===== src/rtl/vis_pkg.sv =====
`timescale 1ns/1ps
package vis_pkg;
  localparam int ADDR_W = 20;
  localparam int WORD_W = 16;
  localparam int TYPE_W = 8;
  localparam int BYTE_W = 8;
  localparam int TF_BIT = 8;
  localparam int IF_BIT = 9;
  localparam int OF_BIT = 11;

  localparam logic [TYPE_W-1:0] T_DIV  = 8'd0;
  localparam logic [TYPE_W-1:0] T_STEP = 8'd1;
  localparam logic [TYPE_W-1:0] T_NMI  = 8'd2;
  localparam logic [TYPE_W-1:0] T_BRK  = 8'd3;
  localparam logic [TYPE_W-1:0] T_OVF  = 8'd4;

  typedef enum logic [4:0] {
    S_IDLE, S_INTA,
    S_PF0, S_PF1, S_PC0, S_PC1, S_PI0, S_PI1,
    S_V0, S_V1, S_V2, S_V3,
    S_OI0, S_OI1, S_OC0, S_OC1, S_OF0, S_OF1,
    S_DONE
  } seq_state_e;

  // segment * 16 + offset
  function automatic logic [ADDR_W-1:0] phys(input logic [WORD_W-1:0] seg,
                                             input logic [WORD_W-1:0] off);
    return {seg, 4'h0} + {4'h0, off};
  endfunction

  // byte idx of the table entry for type t
  function automatic logic [ADDR_W-1:0] vec_addr(input logic [TYPE_W-1:0] t,
                                                 input logic [1:0] idx);
    return {{(ADDR_W-TYPE_W-2){1'b0}}, t, idx};
  endfunction
endpackage


===== src/rtl/vis_arbiter.sv =====
`timescale 1ns/1ps
module vis_arbiter
  import vis_pkg::*;
(
  input  logic              div_err,
  input  logic              brk,
  input  logic              into,
  input  logic              of_flag,
  input  logic              sw_int,
  input  logic [TYPE_W-1:0] sw_type,
  input  logic              iret,
  input  logic              nmi_pend,
  input  logic              intr,
  input  logic              if_flag,
  input  logic              tf_flag,
  output logic              take,
  output logic              ret,
  output logic [TYPE_W-1:0] type_o,
  output logic              from_intr,
  output logic              nmi_take
);
  always_comb begin
    take      = 1'b0;
    ret       = 1'b0;
    type_o    = '0;
    from_intr = 1'b0;
    nmi_take  = 1'b0;
    if (div_err) begin
      take = 1'b1; type_o = T_DIV;
    end else if (brk) begin
      take = 1'b1; type_o = T_BRK;
    end else if (into && of_flag) begin
      take = 1'b1; type_o = T_OVF;
    end else if (sw_int) begin
      take = 1'b1; type_o = sw_type;
    end else if (iret) begin
      ret = 1'b1;
    end else if (nmi_pend) begin
      take = 1'b1; type_o = T_NMI; nmi_take = 1'b1;
    end else if (intr && if_flag) begin
      take = 1'b1; from_intr = 1'b1;
    end else if (tf_flag) begin
      take = 1'b1; type_o = T_STEP;
    end
  end
endmodule


===== src/rtl/vis_nmi_edge.sv =====
`timescale 1ns/1ps
module vis_nmi_edge (
  input  logic clk,
  input  logic rst_n,
  input  logic nmi_i,
  input  logic clr_i,
  output logic pend_o
);
  logic prev_q;

  always_ff @(posedge clk or negedge rst_n) begin
    if (!rst_n) begin
      prev_q <= 1'b0;
      pend_o <= 1'b0;
    end else begin
      prev_q <= nmi_i;
      if (nmi_i && !prev_q) pend_o <= 1'b1;
      else if (clr_i)       pend_o <= 1'b0;
    end
  end
endmodule


===== src/rtl/vis_int_seq.sv =====
`timescale 1ns/1ps
module vis_int_seq
  import vis_pkg::*;
(
  input  logic              clk,
  input  logic              rst_n,
  input  logic              boundary_i,
  input  logic              div_err_i,
  input  logic              brk_i,
  input  logic              into_i,
  input  logic              sw_int_i,
  input  logic [TYPE_W-1:0] sw_type_i,
  input  logic              iret_i,
  input  logic              nmi_i,
  input  logic              intr_i,
  output logic              inta_o,
  output logic [ADDR_W-1:0] mem_addr_o,
  output logic              mem_rd_o,
  output logic              mem_wr_o,
  output logic [BYTE_W-1:0] mem_wdata_o,
  input  logic [BYTE_W-1:0] mem_rdata_i,
  input  logic              reg_ld_i,
  input  logic [WORD_W-1:0] cs_ld_i,
  input  logic [WORD_W-1:0] ip_ld_i,
  input  logic [WORD_W-1:0] ss_ld_i,
  input  logic [WORD_W-1:0] sp_ld_i,
  input  logic [WORD_W-1:0] flags_ld_i,
  output logic [WORD_W-1:0] cs_o,
  output logic [WORD_W-1:0] ip_o,
  output logic [WORD_W-1:0] ss_o,
  output logic [WORD_W-1:0] sp_o,
  output logic [WORD_W-1:0] flags_o,
  output logic              busy_o,
  output logic              done_o
);
  seq_state_e        state_q;
  logic [TYPE_W-1:0] vtype_q;
  logic [BYTE_W-1:0] lo_q;
  logic              ret_q;
  logic [WORD_W-1:0] cs_q, ip_q, ss_q, sp_q, fl_q;

  logic              nmi_pend, nmi_clr;
  logic              arb_take, arb_ret, arb_intr, arb_nmi;
  logic [TYPE_W-1:0] arb_type;
  logic              idle_w, act_w;

  // named events for the checker
  logic push_lo_w, push_hi_w, pop_lo_w, pop_hi_w, vec_rd_w, entry_done_w;

  assign idle_w  = (state_q == S_IDLE);
  assign act_w   = idle_w && boundary_i && !reg_ld_i;
  assign nmi_clr = act_w && arb_take && arb_nmi;

  vis_nmi_edge u_nmi (
    .clk(clk), .rst_n(rst_n), .nmi_i(nmi_i), .clr_i(nmi_clr), .pend_o(nmi_pend)
  );

  vis_arbiter u_arb (
    .div_err(div_err_i), .brk(brk_i), .into(into_i), .of_flag(fl_q[OF_BIT]),
    .sw_int(sw_int_i), .sw_type(sw_type_i), .iret(iret_i),
    .nmi_pend(nmi_pend), .intr(intr_i), .if_flag(fl_q[IF_BIT]),
    .tf_flag(fl_q[TF_BIT]),
    .take(arb_take), .ret(arb_ret), .type_o(arb_type),
    .from_intr(arb_intr), .nmi_take(arb_nmi)
  );

  assign push_lo_w = (state_q == S_PF0) || (state_q == S_PC0) || (state_q == S_PI0);
  assign push_hi_w = (state_q == S_PF1) || (state_q == S_PC1) || (state_q == S_PI1);
  assign pop_lo_w  = (state_q == S_OI0) || (state_q == S_OC0) || (state_q == S_OF0);
  assign pop_hi_w  = (state_q == S_OI1) || (state_q == S_OC1) || (state_q == S_OF1);
  assign vec_rd_w  = (state_q == S_V0) || (state_q == S_V1) ||
                     (state_q == S_V2) || (state_q == S_V3);
  assign entry_done_w = (state_q == S_DONE) && !ret_q;

  // word being pushed in the current push state
  logic [WORD_W-1:0] push_word;
  always_comb begin
    case (state_q)
      S_PF0, S_PF1: push_word = fl_q;
      S_PC0, S_PC1: push_word = cs_q;
      default:      push_word = ip_q;
    endcase
  end

  always_comb begin
    mem_addr_o  = '0;
    mem_wdata_o = '0;
    if (push_lo_w) begin
      mem_addr_o  = phys(ss_q, sp_q - 16'd2);
      mem_wdata_o = push_word[7:0];
    end else if (push_hi_w) begin
      mem_addr_o  = phys(ss_q, sp_q + 16'd1);
      mem_wdata_o = push_word[15:8];
    end else if (pop_lo_w) begin
      mem_addr_o  = phys(ss_q, sp_q);
    end else if (pop_hi_w) begin
      mem_addr_o  = phys(ss_q, sp_q + 16'd1);
    end else if (vec_rd_w) begin
      mem_addr_o  = vec_addr(vtype_q, 2'(state_q - S_V0));
    end
  end

  assign mem_wr_o = push_lo_w || push_hi_w;
  assign mem_rd_o = pop_lo_w || pop_hi_w || vec_rd_w;
  assign inta_o   = (state_q == S_INTA);
  assign busy_o   = !idle_w;
  assign done_o   = (state_q == S_DONE);

  always_ff @(posedge clk or negedge rst_n) begin
    if (!rst_n) begin
      state_q <= S_IDLE;
      vtype_q <= '0;
      lo_q    <= '0;
      ret_q   <= 1'b0;
      cs_q    <= '0;
      ip_q    <= '0;
      ss_q    <= '0;
      sp_q    <= '0;
      fl_q    <= '0;
    end else begin
      case (state_q)
        S_IDLE: begin
          if (reg_ld_i) begin
            cs_q <= cs_ld_i;
            ip_q <= ip_ld_i;
            ss_q <= ss_ld_i;
            sp_q <= sp_ld_i;
            fl_q <= flags_ld_i;
          end else if (boundary_i && arb_take) begin
            vtype_q <= arb_type;
            ret_q   <= 1'b0;
            state_q <= arb_intr ? S_INTA : S_PF0;
          end else if (boundary_i && arb_ret) begin
            ret_q   <= 1'b1;
            state_q <= S_OI0;
          end
        end
        S_INTA: begin
          vtype_q <= mem_rdata_i;
          state_q <= S_PF0;
        end
        S_PF0: begin sp_q <= sp_q - 16'd2; state_q <= S_PF1; end
        S_PF1: begin
          fl_q[TF_BIT] <= 1'b0;
          fl_q[IF_BIT] <= 1'b0;
          state_q <= S_PC0;
        end
        S_PC0: begin sp_q <= sp_q - 16'd2; state_q <= S_PC1; end
        S_PC1: state_q <= S_PI0;
        S_PI0: begin sp_q <= sp_q - 16'd2; state_q <= S_PI1; end
        S_PI1: state_q <= S_V0;
        S_V0:  begin lo_q <= mem_rdata_i; state_q <= S_V1; end
        S_V1:  begin ip_q <= {mem_rdata_i, lo_q}; state_q <= S_V2; end
        S_V2:  begin lo_q <= mem_rdata_i; state_q <= S_V3; end
        S_V3:  begin cs_q <= {mem_rdata_i, lo_q}; state_q <= S_DONE; end
        S_OI0: begin lo_q <= mem_rdata_i; state_q <= S_OI1; end
        S_OI1: begin
          ip_q <= {mem_rdata_i, lo_q}; sp_q <= sp_q + 16'd2; state_q <= S_OC0;
        end
        S_OC0: begin lo_q <= mem_rdata_i; state_q <= S_OC1; end
        S_OC1: begin
          cs_q <= {mem_rdata_i, lo_q}; sp_q <= sp_q + 16'd2; state_q <= S_OF0;
        end
        S_OF0: begin lo_q <= mem_rdata_i; state_q <= S_OF1; end
        S_OF1: begin
          fl_q <= {mem_rdata_i, lo_q}; sp_q <= sp_q + 16'd2; state_q <= S_DONE;
        end
        default: state_q <= S_IDLE;
      endcase
    end
  end

  assign cs_o    = cs_q;
  assign ip_o    = ip_q;
  assign ss_o    = ss_q;
  assign sp_o    = sp_q;
  assign flags_o = fl_q;
endmodule


===== config.mk =====
export PLATFORM = sky130hd
export DESIGN_NAME = vis_int_seq
export DESIGN_NICKNAME = d
export VERILOG_FILES = /design/src/rtl/vis_pkg.sv /design/src/rtl/vis_arbiter.sv /design/src/rtl/vis_nmi_edge.sv /design/src/rtl/vis_int_seq.sv
export SDC_FILE = /design/constraint.sdc
export NUM_CORES = 1
export LEC_CHECK = 0
export BUFFER_PORTS_ARGS = -buffer_cell sky130_fd_sc_hd__buf_2
export CAP_MARGIN = 20
export CORE_ASPECT_RATIO = 1.5
export CORE_MARGIN = 2
export CORE_UTILIZATION = 35
export CTS_CLUSTER_DIAMETER = 120
export DETAILED_ROUTE_END_ITERATION = 12
export PLACE_DENSITY = 0.53
export SETUP_SLACK_MARGIN = 0.2
export SLEW_MARGIN = 10
export SYNTH_ARGS = -nofsm -noshare
export SYNTH_HDL_FRONTEND = slang
export SYNTH_SLANG_ARGS = --single-unit

===== constraint.sdc =====
create_clock -name clk -period 7 [get_ports clk]
set_input_delay 0.7 -clock clk [delete_from_list [all_inputs] [get_ports clk]]
set_output_delay 0.7 -clock clk [all_outputs]
set_load 0.05 [all_outputs]

Word level (Yosys, flattened, before mapping)
Cells that the tools add are included.
{"block": "op_classes", "addsub": 7, "multipliers": 0, "div_mod_pow": 0, "order_cmp": 0, "eq_ne": 22, "shift": 0, "mux": 62, "n_bitwise": 0, "reduce_logical": 50}
{"cell": "16-bit one-hot mux with 2 select lines", "count": 3}
{"cell": "8-bit 2-to-1 mux", "count": 11}
{"cell": "5-bit one-hot mux with 17 select lines", "count": 1}
{"cell": "20-bit 2-to-1 mux", "count": 4}
{"cell": "16-bit 2-to-1 mux", "count": 4}
{"cell": "20-bit by 16-bit adder with 20-bit output", "count": 3}
{"cell": "16-bit one-hot mux with 3 select lines", "count": 1}
{"cell": "5-bit by 4-bit equality test with 1-bit output, second input constant", "count": 8}
{"cell": "8-bit one-hot mux with 2 select lines", "count": 2}
{"cell": "1-bit 2-to-1 mux", "count": 29}
{"cell": "5-bit by 3-bit equality test with 1-bit output, second input constant", "count": 4}
{"cell": "16-bit by 1-bit adder with 16-bit output, second input constant", "count": 1}
{"cell": "16-bit by 2-bit adder with 16-bit output, second input constant", "count": 1}
{"cell": "16-bit by 2-bit subtractor with 16-bit output, second input constant", "count": 1}
{"cell": "5-bit equality test, second input constant", "count": 3}
{"cell": "5-bit 2-to-1 mux", "count": 3}
{"cell": "1-bit logical OR", "count": 14}
{"cell": "2-bit AND reduction", "count": 7}
{"cell": "6-bit one-hot mux with 2 select lines", "count": 1}
{"cell": "5-bit by 2-bit equality test with 1-bit output, second input constant", "count": 2}
{"cell": "10-bit 2-to-1 mux", "count": 1}
{"cell": "2-bit nonzero test", "count": 5}
{"cell": "2-bit OR reduction", "count": 5}
{"cell": "1-bit logical AND", "count": 9}
{"cell": "13 further kinds", "count": 18}
{"block": "totals", "ff_bits": 103, "latch_bits": 0, "mem_bits_rw": 0, "romBits": 0, "input_bits": 107, "output_inout_bits": 113, "elab_cells": 152, "mem_count": 0}

Depth between registers and ports, before layout
Gate-level depths: netlist of the first run.
{"block": "logic_depth", "word_depth": 12, "depth_mapped": 16, "ltp_nobuf": 16}

Modules after synthesis
A second synthesis of the first run with hierarchy kept.
{"block": "hier_totals", "cells_unflattened": 1003, "hier_area_um2": 8124.0}
{"mod": "vis_int_seq", "instances": 1, "cells_each": 970, "area_per_inst_um2": 7881.3, "seq_area_each_um2": 2527.4}
{"mod": "vis_arbiter", "instances": 1, "cells_each": 28, "area_per_inst_um2": 172.7, "seq_area_each_um2": 0.0}
{"mod": "vis_nmi_edge", "instances": 1, "cells_each": 5, "area_per_inst_um2": 70.1, "seq_area_each_um2": 50.0}

Worst setup path before layout of the first run
No wires, ideal clock.
{"block": "synth_timing", "kind": "register to output", "from": "register sp_q[1], in the netlist sp_o[1]", "to": "output port mem_addr_o[15]", "t_arrival_ns": 4.317, "required_time_ns": 6.300, "setup_slack_ns": 1.983, "path_stages_with_launch": 15, "path_buffers": 0, "path_cell_list": "dfrtp_1 -> inv_1 -> ha_1 -> nor3b_4 -> and2_1 -> nor3b_1 -> xnor2_1 -> ha_1 -> inv_1 -> or3_1 -> o31a_1 -> a31oi_1 -> o21a_1 -> nor3_1 -> o311ai_1"}
{"block": "synth_via", "elab_chain_cells": 6, "word_cells_on_any_way": 9, "cone_classes": "add/sub (5); mux (4)"}
{"element": "from (decl)", "line_no": "vis_int_seq.sv:40", "source": "logic [WORD_W-1:0] cs_q, ip_q, ss_q, sp_q, fl_q;"}
{"element": "from (signal assigned)", "line_no": "vis_int_seq.sv:127", "source": "sp_q <= sp_ld_i;"}
{"element": "16-bit by 1-bit adder with 16-bit output", "line_no": "vis_int_seq.sv:92, vis_int_seq.sv:97"}
{"element": "20-bit by 16-bit adder with 20-bit output", "line_no": "vis_pkg.sv:28", "source": "return {seg, 4'h0} + {4'h0, off};"}
{"element": "20-bit 2-to-1 mux", "line_no": "vis_int_seq.sv:96", "source": "end else if (pop_hi_w) begin"}
{"element": "20-bit 2-to-1 mux", "line_no": "vis_int_seq.sv:94", "source": "end else if (pop_lo_w) begin"}
{"element": "20-bit 2-to-1 mux", "line_no": "vis_int_seq.sv:91", "source": "end else if (push_hi_w) begin"}
{"element": "20-bit 2-to-1 mux (*)", "line_no": "vis_int_seq.sv:88", "source": "if (push_lo_w) begin"}
{"element": "to (decl)", "line_no": "vis_int_seq.sv:17", "source": "output logic [ADDR_W-1:0] mem_addr_o,"}
Mark *: on every way between the ends. The rest lies on a longest branch, timed or not.

Worst setup path after layout of the first run
Same ends and word-level chain as after synthesis.

==> flow_summary.yaml, run 1 <==
status:
  run_status: "finished, final reports clean"
route:
  drcViolationCount: 0
  wl_met2_um: 15600
  vias: 8314
  wl_per_cell_um: 20.1
  ant_nets: 0
  top_layer: "met4"
  route.met3.wl_um: 1640
  viasPerCell: 5.52
  finalWirelength_um: 30300
  met1Wirelength_um: 12000
  drtIter0Drc: 489
  drtPass1Iterations: 8
global_route:
  antenna_found_initial: 3
  grt.total_usage_pct: 24.5
  grt_first_pass_wirelength_um: 46500
  grt_pass1_vias: 8416
  globalRouteOverflowTotal: 0
  grt_max_degree: 72
cts:
  hold_buffers: 0
  clkSinkCount: 103
  clockBufferDepth: 2
  cts_made_buffers: 9
  cts.reportedPaths.clkPinSlew_ns: 0.08
  cts_root_buffer: "clkbuf_16"
  cts_tree: "yes"
  cts_resized: 0
  cts_setup_buffers: 0
  insertion_delay_ns: 0.36
  h-tree-depth: 3
synthesis:
  synth_top_cell_by_area: "dfrtp_1"
  avgSynthCellArea_um2: 8.16
  synth_area_um2: 8230
  synthTopCellsByCount: "nand2_1 (178), dfrtp_1 (103), nor2_1 (81), a21oi_1 (74), o21ai_0 (43)"
  synth_top_area_share_pct: 31.3
  synth.area.top_cells: "dfrtp_1 (31%), nand2_1 (8.1%), ha_1 (6.2%), a21oi_1 (4.5%), nor2_1 (3.7%)"
  async_reset_ff_share_pct: 100
  synth_edf_count: 0
  ys_seq_elements: 103
  syn_inst: 1009
  ys.flop_type: "dfrtp_1"
  synth_nets: 1160
  ys_seq_area_share_pct: 31.3
  synth.most_common_cell: "nand2_1"
  ys_types: 80
  yosys_warnings: 0
setup_path:
  r2r_cells: 8
  regToRegSetupSlack_ns: 3.95
  startpoint: "sp_o[1]"
  crit_end: "mem_addr_o[15]"
  endpoint_kind: "output port"
  worstPathMaxFanout: 6
  regToRegStartpoint: "state_q[1]"
  r2r_end: "flags_o[2]"
  required_ns: 6.30
  crit_type: "reg2out"
  cp.arrival_ns: 4.25
  crit_path_start_kind: "flop"
finish:
  final_layout_size_suffix_gt1_share_pct: 24.4
  layoutNonFillerInstCount: 1507
  area_growth_pct: 18.5
  final_nets: 1337
  fillCellCount: 2459
placed_design:
  gp_congestion: 0.883
  place_inst: 1490
  dp_hpwl_um: 23000
  port_buffers: 219
worst_hold_path:
  hold_class: "in2async"
floorplanning:
  chipWidth_um: 129
  fp.dieH_um: 192
  design.die.area_um2: 24800
  io_pins: 220
  initial_core_util_pct: 35.7
  core_um2: 23100
  rows: 68
timing:
  hold_viol: 0
  fin_setup_tns_ns: 0
  final.setup_skew_ns: 0.00861
  fin_crit_sh_pct: 70.8
  rsz0062_at_grt: "no"
  slew_headroom_pct: 28.9
  setup_viol: 0
  finalMaxSlewViolations: 0
  fmax_mhz: 202
  min_period_ns: 4.95
  tightest_slew_ns: 1.06
flow_run:
  drv_cap: 0
[registers in the layout (all words and copies together), names as in the netlist]
name and flops:
u_nmi.prev_q 1, ip_o 16, ss_o 16, u_nmi.pend_o 1
sp_o 16, lo_q 8, vtype_q 8, cs_o 16
flags_o 16, state_q 5
[kinds of logic after synthesis]
group                    Yosys count  share of synthesized area [%]
multiplexers                      26                           3.28
adder cells (fa/ha/maj)           44                           6.96
XOR/XNOR                          54                           5.74
flip-flops                       103                           31.3
buffers and inverters             90                           5.44
AND/OR/NAND/NOR                  377                           21.7
AO/OA/AOI/OAI                    315                           25.6
[layer usage]
layer,track usage [%],vias up
met4,9.87,0
met3,4.68,48
met5,0,-
met1,27.9,3996
li1,-,4010
met2,44.4,260
[worst min path at each step]
stage                         to  slack (ns)         start  cells past startpoint
CTS                      ss_o[5]        0.32         rst_n                      1
detailed placement  u_nmi.pend_o        0.41  u_nmi.prev_q                      1
global placement    u_nmi.pend_o        0.41  u_nmi.prev_q                      1
floorplan           u_nmi.pend_o        0.39  u_nmi.prev_q                      1
global route             ss_o[5]        0.34         rst_n                      1
finish                   ss_o[5]        0.31         rst_n                      1
[metrics by stage]
stage | hold slack (ns) | worst slack [ns] | utilization, % | instance area [um^2]
after detailed placement | 0.412 | 2.45 | 41.1 | 9470
after floorplan | 0.392 | 1.98 | - | 8230
final | 0.310 | 2.05 | 42.3 | 9760
after global routing | 0.336 | 1.78 | 42.3 | 9760
after global placement | 0.408 | 2.49 | 41.0 | 9460
after CTS | 0.319 | 2.05 | 42.3 | 9750
[area by class of cell]
type | instances | area, um^2 | area share (%)
multi-input cells | 816 | 5210 | 53.4
flip-flops and latches | 103 | 2580 | 26.4
repair buffers | 231 | 1190 | 12.2
well taps | 315 | 394 | 4.04
clock buffers | 10 | 239 | 2.45
inverters | 25 | 93.8 | 0.962
clock inverters | 6 | 43.8 | 0.449
diodes | 1 | 2.50 | 0.0257
[worst max-delay path, stage by stage (launching register included)]
cell,delay [ns]
dfrtp_1,0.47
inv_1,0.17
ha_1,0.25
nor3b_4,0.29
and2_1,0.20
nor3b_1,0.25
xnor2_1,0.13
ha_1,0.30
inv_1,0.08
or3_1,0.37
o31a_1,0.15
a31oi_1,0.37
o21a_1,0.23
nor3_1,0.06
o311ai_1,0.27
buf_2,0.32
[layout by cell type (no fill, tap or decap), types with 4 or more instances in the layout]
cell type | synthesis | final
a211o_1 | 6 | 6
nand2b_1 | 9 | 9
nand3_1 | 20 | 20
xor2_1 | 22 | 22
nand4_1 | 8 | 8
o21ai_0 | 43 | 43
and2_1 | 10 | 9
xnor2_1 | 32 | 32
mux2i_1 | 18 | 18
clkbuf_16 | 0 | 9
ha_1 | 41 | 41
nor3b_1 | 4 | 4
dfrtp_1 | 103 | 103
a211oi_1 | 10 | 10
buf_4 | 8 | 12
a22oi_1 | 27 | 27
a221o_1 | 6 | 6
buf_2 | 22 | 218
inv_1 | 23 | 23
nor2_2 | 4 | 5
a31oi_1 | 21 | 21
nand2_1 | 178 | 178
nor2_1 | 81 | 80
a222oi_1 | 4 | 4
o21ai_1 | 21 | 21
a21o_1 | 8 | 8
a22o_1 | 17 | 17
and3_1 | 13 | 13
a32oi_1 | 4 | 4
mux2_2 | 8 | 8
nor3_1 | 18 | 18
o21a_1 | 9 | 9
o22ai_1 | 16 | 16
o211ai_1 | 10 | 10
a21oi_1 | 74 | 74
Power of run 1 is not shown: default switching activity piles up to over one toggle a cycle in this logic, so the estimate is an artifact.
==> run 2: changes to the inputs <==
--- a/config.mk
+++ b/config.mk
@@ -5,6 +5,7 @@
 export SDC_FILE = /design/constraint.sdc
 export NUM_CORES = 1
 export LEC_CHECK = 0
+export ABC_AREA = 1
 export BUFFER_PORTS_ARGS = -buffer_cell sky130_fd_sc_hd__buf_2
 export CAP_MARGIN = 20
 export CORE_ASPECT_RATIO = 1.5
@@ -12,7 +13,7 @@
 export CORE_UTILIZATION = 35
 export CTS_CLUSTER_DIAMETER = 120
 export DETAILED_ROUTE_END_ITERATION = 12
-export PLACE_DENSITY = 0.53
+export PLACE_DENSITY = 0.52
 export SETUP_SLACK_MARGIN = 0.2
 export SLEW_MARGIN = 10
 export SYNTH_ARGS = -nofsm -noshare
==> constraint.sdc (replaced) <==
create_clock -name clk -period 5.2 [get_ports clk]
set_input_delay 0.52 -clock clk [delete_from_list [all_inputs] [get_ports clk]]
set_output_delay 0.52 -clock clk [all_outputs]
set_load 0.05 [all_outputs]
==> run 2 against run 1 <==
Against the previous run: worst setup slack got worse by 1.3 ns; critical path depth increased by 4; synthesized cell count increased by 40%; design area increased by 9.1%; global-route usage increased by 3.4 points; clock-buffer cell count unchanged; non-clock buffer count decreased by 5; routed wire length increased by 25%; cell count increased by 28%; critical endpoint is now mem_addr_o[19]; largest cell class unchanged.
==> flow_summary.yaml, run 2 <==
finish:
  area_growth_pct: 18.0
  final_layout_size_suffix_gt1_share_pct: 18.4
  layout_common_cells: "nand2_1 (474), buf_2 (218), inv_1 (167)"
  fillCellCount: 2851
  fin_util_pct: 41.6
  final_nets: 1748
  mostFrequentLayoutCell: "nand2_1"
synthesis:
  synth_top_area_share_pct: 28.6
  ys_seq_elements: 103
  yosys_warnings: 0
  syn_inst: 1409
  synth.most_common_cell: "nand2_1"
  synth_area_um2: 9020
  synth_edf_count: 0
  ys.flop_type: "dfrtp_1"
  synth_nets: 1560
  synth_top_cell_by_area: "dfrtp_1"
  synthTopCellsByCount: "nand2_1 (474), inv_1 (167), nand3_1 (123), nor2_1 (104), dfrtp_1 (103)"
  synth.area.top_cells: "dfrtp_1 (29%), nand2_1 (20%), inv_1 (7.0%), nand3_1 (6.8%), ha_1 (5.7%)"
  avgSynthCellArea_um2: 6.40
  async_reset_ff_share_pct: 100
  ys_seq_area_share_pct: 28.6
  ys_types: 43
cts:
  insertion_delay_ns: 0.38
  cts_resized: 0
  hold_buffers: 0
  cts_tree: "yes"
  cts_setup_buffers: 0
  cts.reportedPaths.clkPinSlew_ns: 0.09
  clkSinkCount: 103
  cts_made_buffers: 9
  cts_root_buffer: "clkbuf_16"
  clockBufferDepth: 2
  h-tree-depth: 3
setup_path:
  endpoint_kind: "output port"
  cp.arrival_ns: 3.91
  worstPathMaxFanout: 14
  crit_type: "reg2out"
  r2r_cells: 10
  regToRegSetupSlack_ns: 1.99
  crit_path_start_kind: "flop"
  r2r_end: "ip_o[6]"
  regToRegStartpoint: "state_q[3]"
  required_ns: 4.68
global_route:
  grt_first_pass_wirelength_um: 57000
  grt.total_usage_pct: 27.9
  grt_pass1_vias: 10400
  antenna_found_initial: 1
  grt_max_degree: 65
  globalRouteOverflowTotal: 0
worst_hold_path:
  hold_class: "in2reg"
  holdPathEnd: "u_nmi.prev_q"
  holdPathStages: 1
  hold_start: "nmi_i"
floorplanning:
  design.die.area_um2: 27100
  rows: 72
  io_pins: 220
  core_um2: 25600
  chipWidth_um: 135
  initial_core_util_pct: 35.2
  fp.dieH_um: 201
route:
  viasPerCell: 5.25
  drtIter0Drc: 532
  vias: 10200
  ant_nets: 0
  drtPass1Iterations: 6
  drcViolationCount: 0
  finalWirelength_um: 37700
  wl_per_cell_um: 19.5
timing:
  rsz0062_at_grt: "no"
  fin_crit_sh_pct: 85.3
  tightest_slew_ns: 0.907
  slew_headroom_pct: 39.4
  min_period_ns: 4.43
  setup_viol: 0
  finalMaxSlewViolations: 0
  hold_viol: 0
  final.setup_skew_ns: 0.0128
  fmax_mhz: 225
  fin_setup_tns_ns: 0
placed_design:
  gp_congestion: 0.905
  dp_hpwl_um: 30000
  port_buffers: 219
flow_run:
  drv_cap: 0
status:
  run_status: "finished, final reports clean"
==> run 2: changes by cell type in the layout (fill, tap and decap cells not counted), moves of 20 or more <==
cell	previous run	this run
nand3b_1	0	20
xnor2_1	32	6
nand3_1	20	123
a22oi_1	27	2
o21ai_0	43	66
o21ai_1	21	41
nand2_1	178	474
nor2_1	80	104
inv_1	23	167
a21oi_1	74	41
==> run 2: cells by family after synthesis <==
kind of cell	share of synthesized area (%)
and+or+nand+nor	37.4
adders and majority gates	6.35
DFF	28.6
buffers and inverters	10.2
xor gates and xnor gates	3.40
AOI/OAI and AO/OA	14.1
==> run 2: worst max-delay path, stage by stage (launching register included) <==
cell	delay (ns)
dfrtp_1	0.63
ha_1	0.26
inv_1	0.06
nor3_1	0.55
nand2_1	0.13
xor2_1	0.19
inv_1	0.06
ha_1	0.33
nand2_1	0.15
inv_1	0.05
a21oi_1	0.20
nand2_1	0.15
nand2_1	0.12
nand2_1	0.06
nand2_1	0.07
nand3_1	0.07
nand2_1	0.09
inv_1	0.04
nand2_1	0.07
buf_2	0.26
==> run 2: cell type report <==
type | instances | area (um^2) | share of cell area, %
antenna | 1 | 2.50 | 0.0235
clock buffer | 10 | 229 | 2.15
clock inverter | 6 | 67.6 | 0.635
inverter | 179 | 672 | 6.31
multi-input combinational | 1078 | 5520 | 51.9
sequential | 103 | 2580 | 24.2
tap | 333 | 417 | 3.91
timing repair buffer | 226 | 1160 | 10.9
==> run 2: worst max-delay path by stage <==
stage                  from             end  slack [ns]
floorplan           sp_o[2]  mem_addr_o[11]        1.37
global placement    sp_o[0]  mem_addr_o[19]        1.23
detailed placement  sp_o[0]  mem_addr_o[19]        1.17
CTS                 sp_o[0]  mem_addr_o[19]        0.75
global route        sp_o[0]  mem_addr_o[19]        0.40
finish              sp_o[0]  mem_addr_o[19]        0.77
==> run 2: per-layer routing <==
layer,up-vias,track usage [%],wire (um)
met4,0,15.0,2150
met5,-,0,0
met3,107,4.75,2090
met1,4712,28.5,13300
li1,4977,-,-
met2,367,52.7,20200
==> run 2: through the flow <==
step / instances / instance area, um^2 / worst slack, ns / hold WS, ns
6_report: 1936 / 10600 / 0.765 / 0.263
5_1_grt: 1935 / 10600 / 0.401 / 0.272
4_1_cts: 1934 / 10600 / 0.750 / 0.260
3_5_place_dp: 1918 / 10300 / 1.17 / 0.433
3_3_place_gp: 1918 / 10300 / 1.23 / 0.423
2_1_floorplan: 1409 / 9020 / 1.37 / 0.224
Power of run 2 is left out for the same reason.
==> run 3: changes to the inputs <==
--- a/config.mk
+++ b/config.mk
@@ -13,7 +13,7 @@
 export CORE_UTILIZATION = 35
 export CTS_CLUSTER_DIAMETER = 120
 export DETAILED_ROUTE_END_ITERATION = 12
-export PLACE_DENSITY = 0.52
+export PLACE_DENSITY = 0.55
 export SETUP_SLACK_MARGIN = 0.2
 export SLEW_MARGIN = 10
 export SYNTH_ARGS = -nofsm -noshare
==> run 3 against run 2 <==
Against the previous run: worst hold slack got worse by 0.013 ns; global-route usage increased by 0.44 points; clock-buffer cell count unchanged; register-to-register slack improved by 0.04 ns; first-iteration DRC count grew 20%; via count up 0.54%; highest routed layer is now met5.
==> flow_summary.yaml, run 3 (synthesized netlist as in run 2, its figures left out) <==
route:
  wl_per_cell_um: 19.8
  drtPass1Iterations: 9
  drtIter0Drc: 638
  vias: 10200
  drcViolationCount: 0
  viasPerCell: 5.27
  finalWirelength_um: 38300
  ant_nets: 0
setup_path:
  regToRegSetupSlack_ns: 2.03
  r2r_cells: 10
  crit_path_start_kind: "flop"
  endpoint_kind: "output port"
  worstPathMaxFanout: 14
  cp.arrival_ns: 4.01
  regToRegStartpoint: "state_q[3]"
  crit_type: "reg2out"
  r2r_end: "flags_o[10]"
  required_ns: 4.68
cts:
  clkSinkCount: 103
  cts_made_buffers: 9
  cts_tree: "yes"
  cts_resized: 0
  insertion_delay_ns: 0.37
  cts_root_buffer: "clkbuf_16"
  cts.reportedPaths.clkPinSlew_ns: 0.08
  clockBufferDepth: 2
  cts_setup_buffers: 0
  hold_buffers: 0
  h-tree-depth: 3
floorplanning:
  io_pins: 220
  design.die.area_um2: 27100
  fp.dieH_um: 201
  core_um2: 25600
  chipWidth_um: 135
  initial_core_util_pct: 35.2
  rows: 72
global_route:
  grt_max_degree: 60
  grt_first_pass_wirelength_um: 57700
  antenna_found_initial: 2
  globalRouteOverflowTotal: 0
  grt_pass1_vias: 10200
  grt.total_usage_pct: 28.3
timing:
  rsz0062_at_grt: "no"
  fin_setup_tns_ns: 0
  final.setup_skew_ns: 0.00950
  hold_viol: 0
  tightest_slew_ns: 0.914
  finalMaxSlewViolations: 0
  setup_viol: 0
  fmax_mhz: 221
  whs_ns: 0.250
  fin_crit_sh_pct: 87.0
  min_period_ns: 4.53
  slew_headroom_pct: 38.9
finish:
  final_layout_size_suffix_gt1_share_pct: 18.6
  final_nets: 1750
  mostFrequentLayoutCell: "nand2_1"
  layout_common_cells: "nand2_1 (474), buf_2 (218), inv_1 (167)"
  area_growth_pct: 18.8
placed_design:
  port_buffers: 219
  dp_hpwl_um: 30300
  gp_congestion: 1.01
flow_run:
  drv_cap: 0
worst_hold_path:
  hold_class: "in2async"
status:
  run_status: "finished, final reports clean"
==> run 3: final cells by class <==
type | count | area, um^2
inverters | 179 | 672
fillers | 2831 | 14900
repair buffers | 228 | 1190
clock inverters | 6 | 97.6
well taps | 333 | 417
multi-input cells | 1078 | 5520
flip-flops and latches | 103 | 2580
diodes | 1 | 2.50
clock buffers | 10 | 239
==> run 3: metrics by stage <==
stage	instances	area (um^2)	worst slack (ns)	utilization (%)
after global routing	1937	10700	0.427	41.9
final	1938	10700	0.675	41.9
after CTS	1936	10700	0.704	41.7
after floorplan	1409	9020	1.37	-
after detailed placement	1920	10300	1.12	40.4
after global placement	1920	10300	1.18	40.4
==> run 3: worst max-delay path, stage by stage, from the launching register on <==
cell	delay, ns
dfrtp_1	0.66
ha_1	0.27
inv_1	0.06
nor3_1	0.51
nand3_1	0.27
xor2_1	0.22
ha_1	0.36
nand2_1	0.09
inv_1	0.07
nand2_1	0.12
a21oi_1	0.41
nor2_1	0.07
nand2_1	0.07
nand3_1	0.08
nand3_1	0.10
buf_2	0.27
==> run 3: routing by layer <==
| metal | vias to the layer above | wire (um) | GRT usage (%) |
|---|---|---|---|
| met5 | - | 13 | 0 |
| met4 | 2 | 2130 | 14.8 |
| met3 | 103 | 2190 | 4.57 |
| met2 | 407 | 20000 | 52.3 |
| met1 | 4736 | 14000 | 30.4 |
| li1 | 4970 | - | - |
==> run 3: worst max-delay path by stage <==
stage / startpoint / to
floorplan: sp_o[2] / mem_addr_o[11]
global placement: sp_o[0] / mem_addr_o[15]
detailed placement: sp_o[0] / mem_addr_o[15]
CTS: sp_o[0] / mem_addr_o[15]
global route: sp_o[0] / mem_addr_o[19]
finish: sp_o[0] / mem_addr_o[15]
Power of run 3 is left out for the same reason.
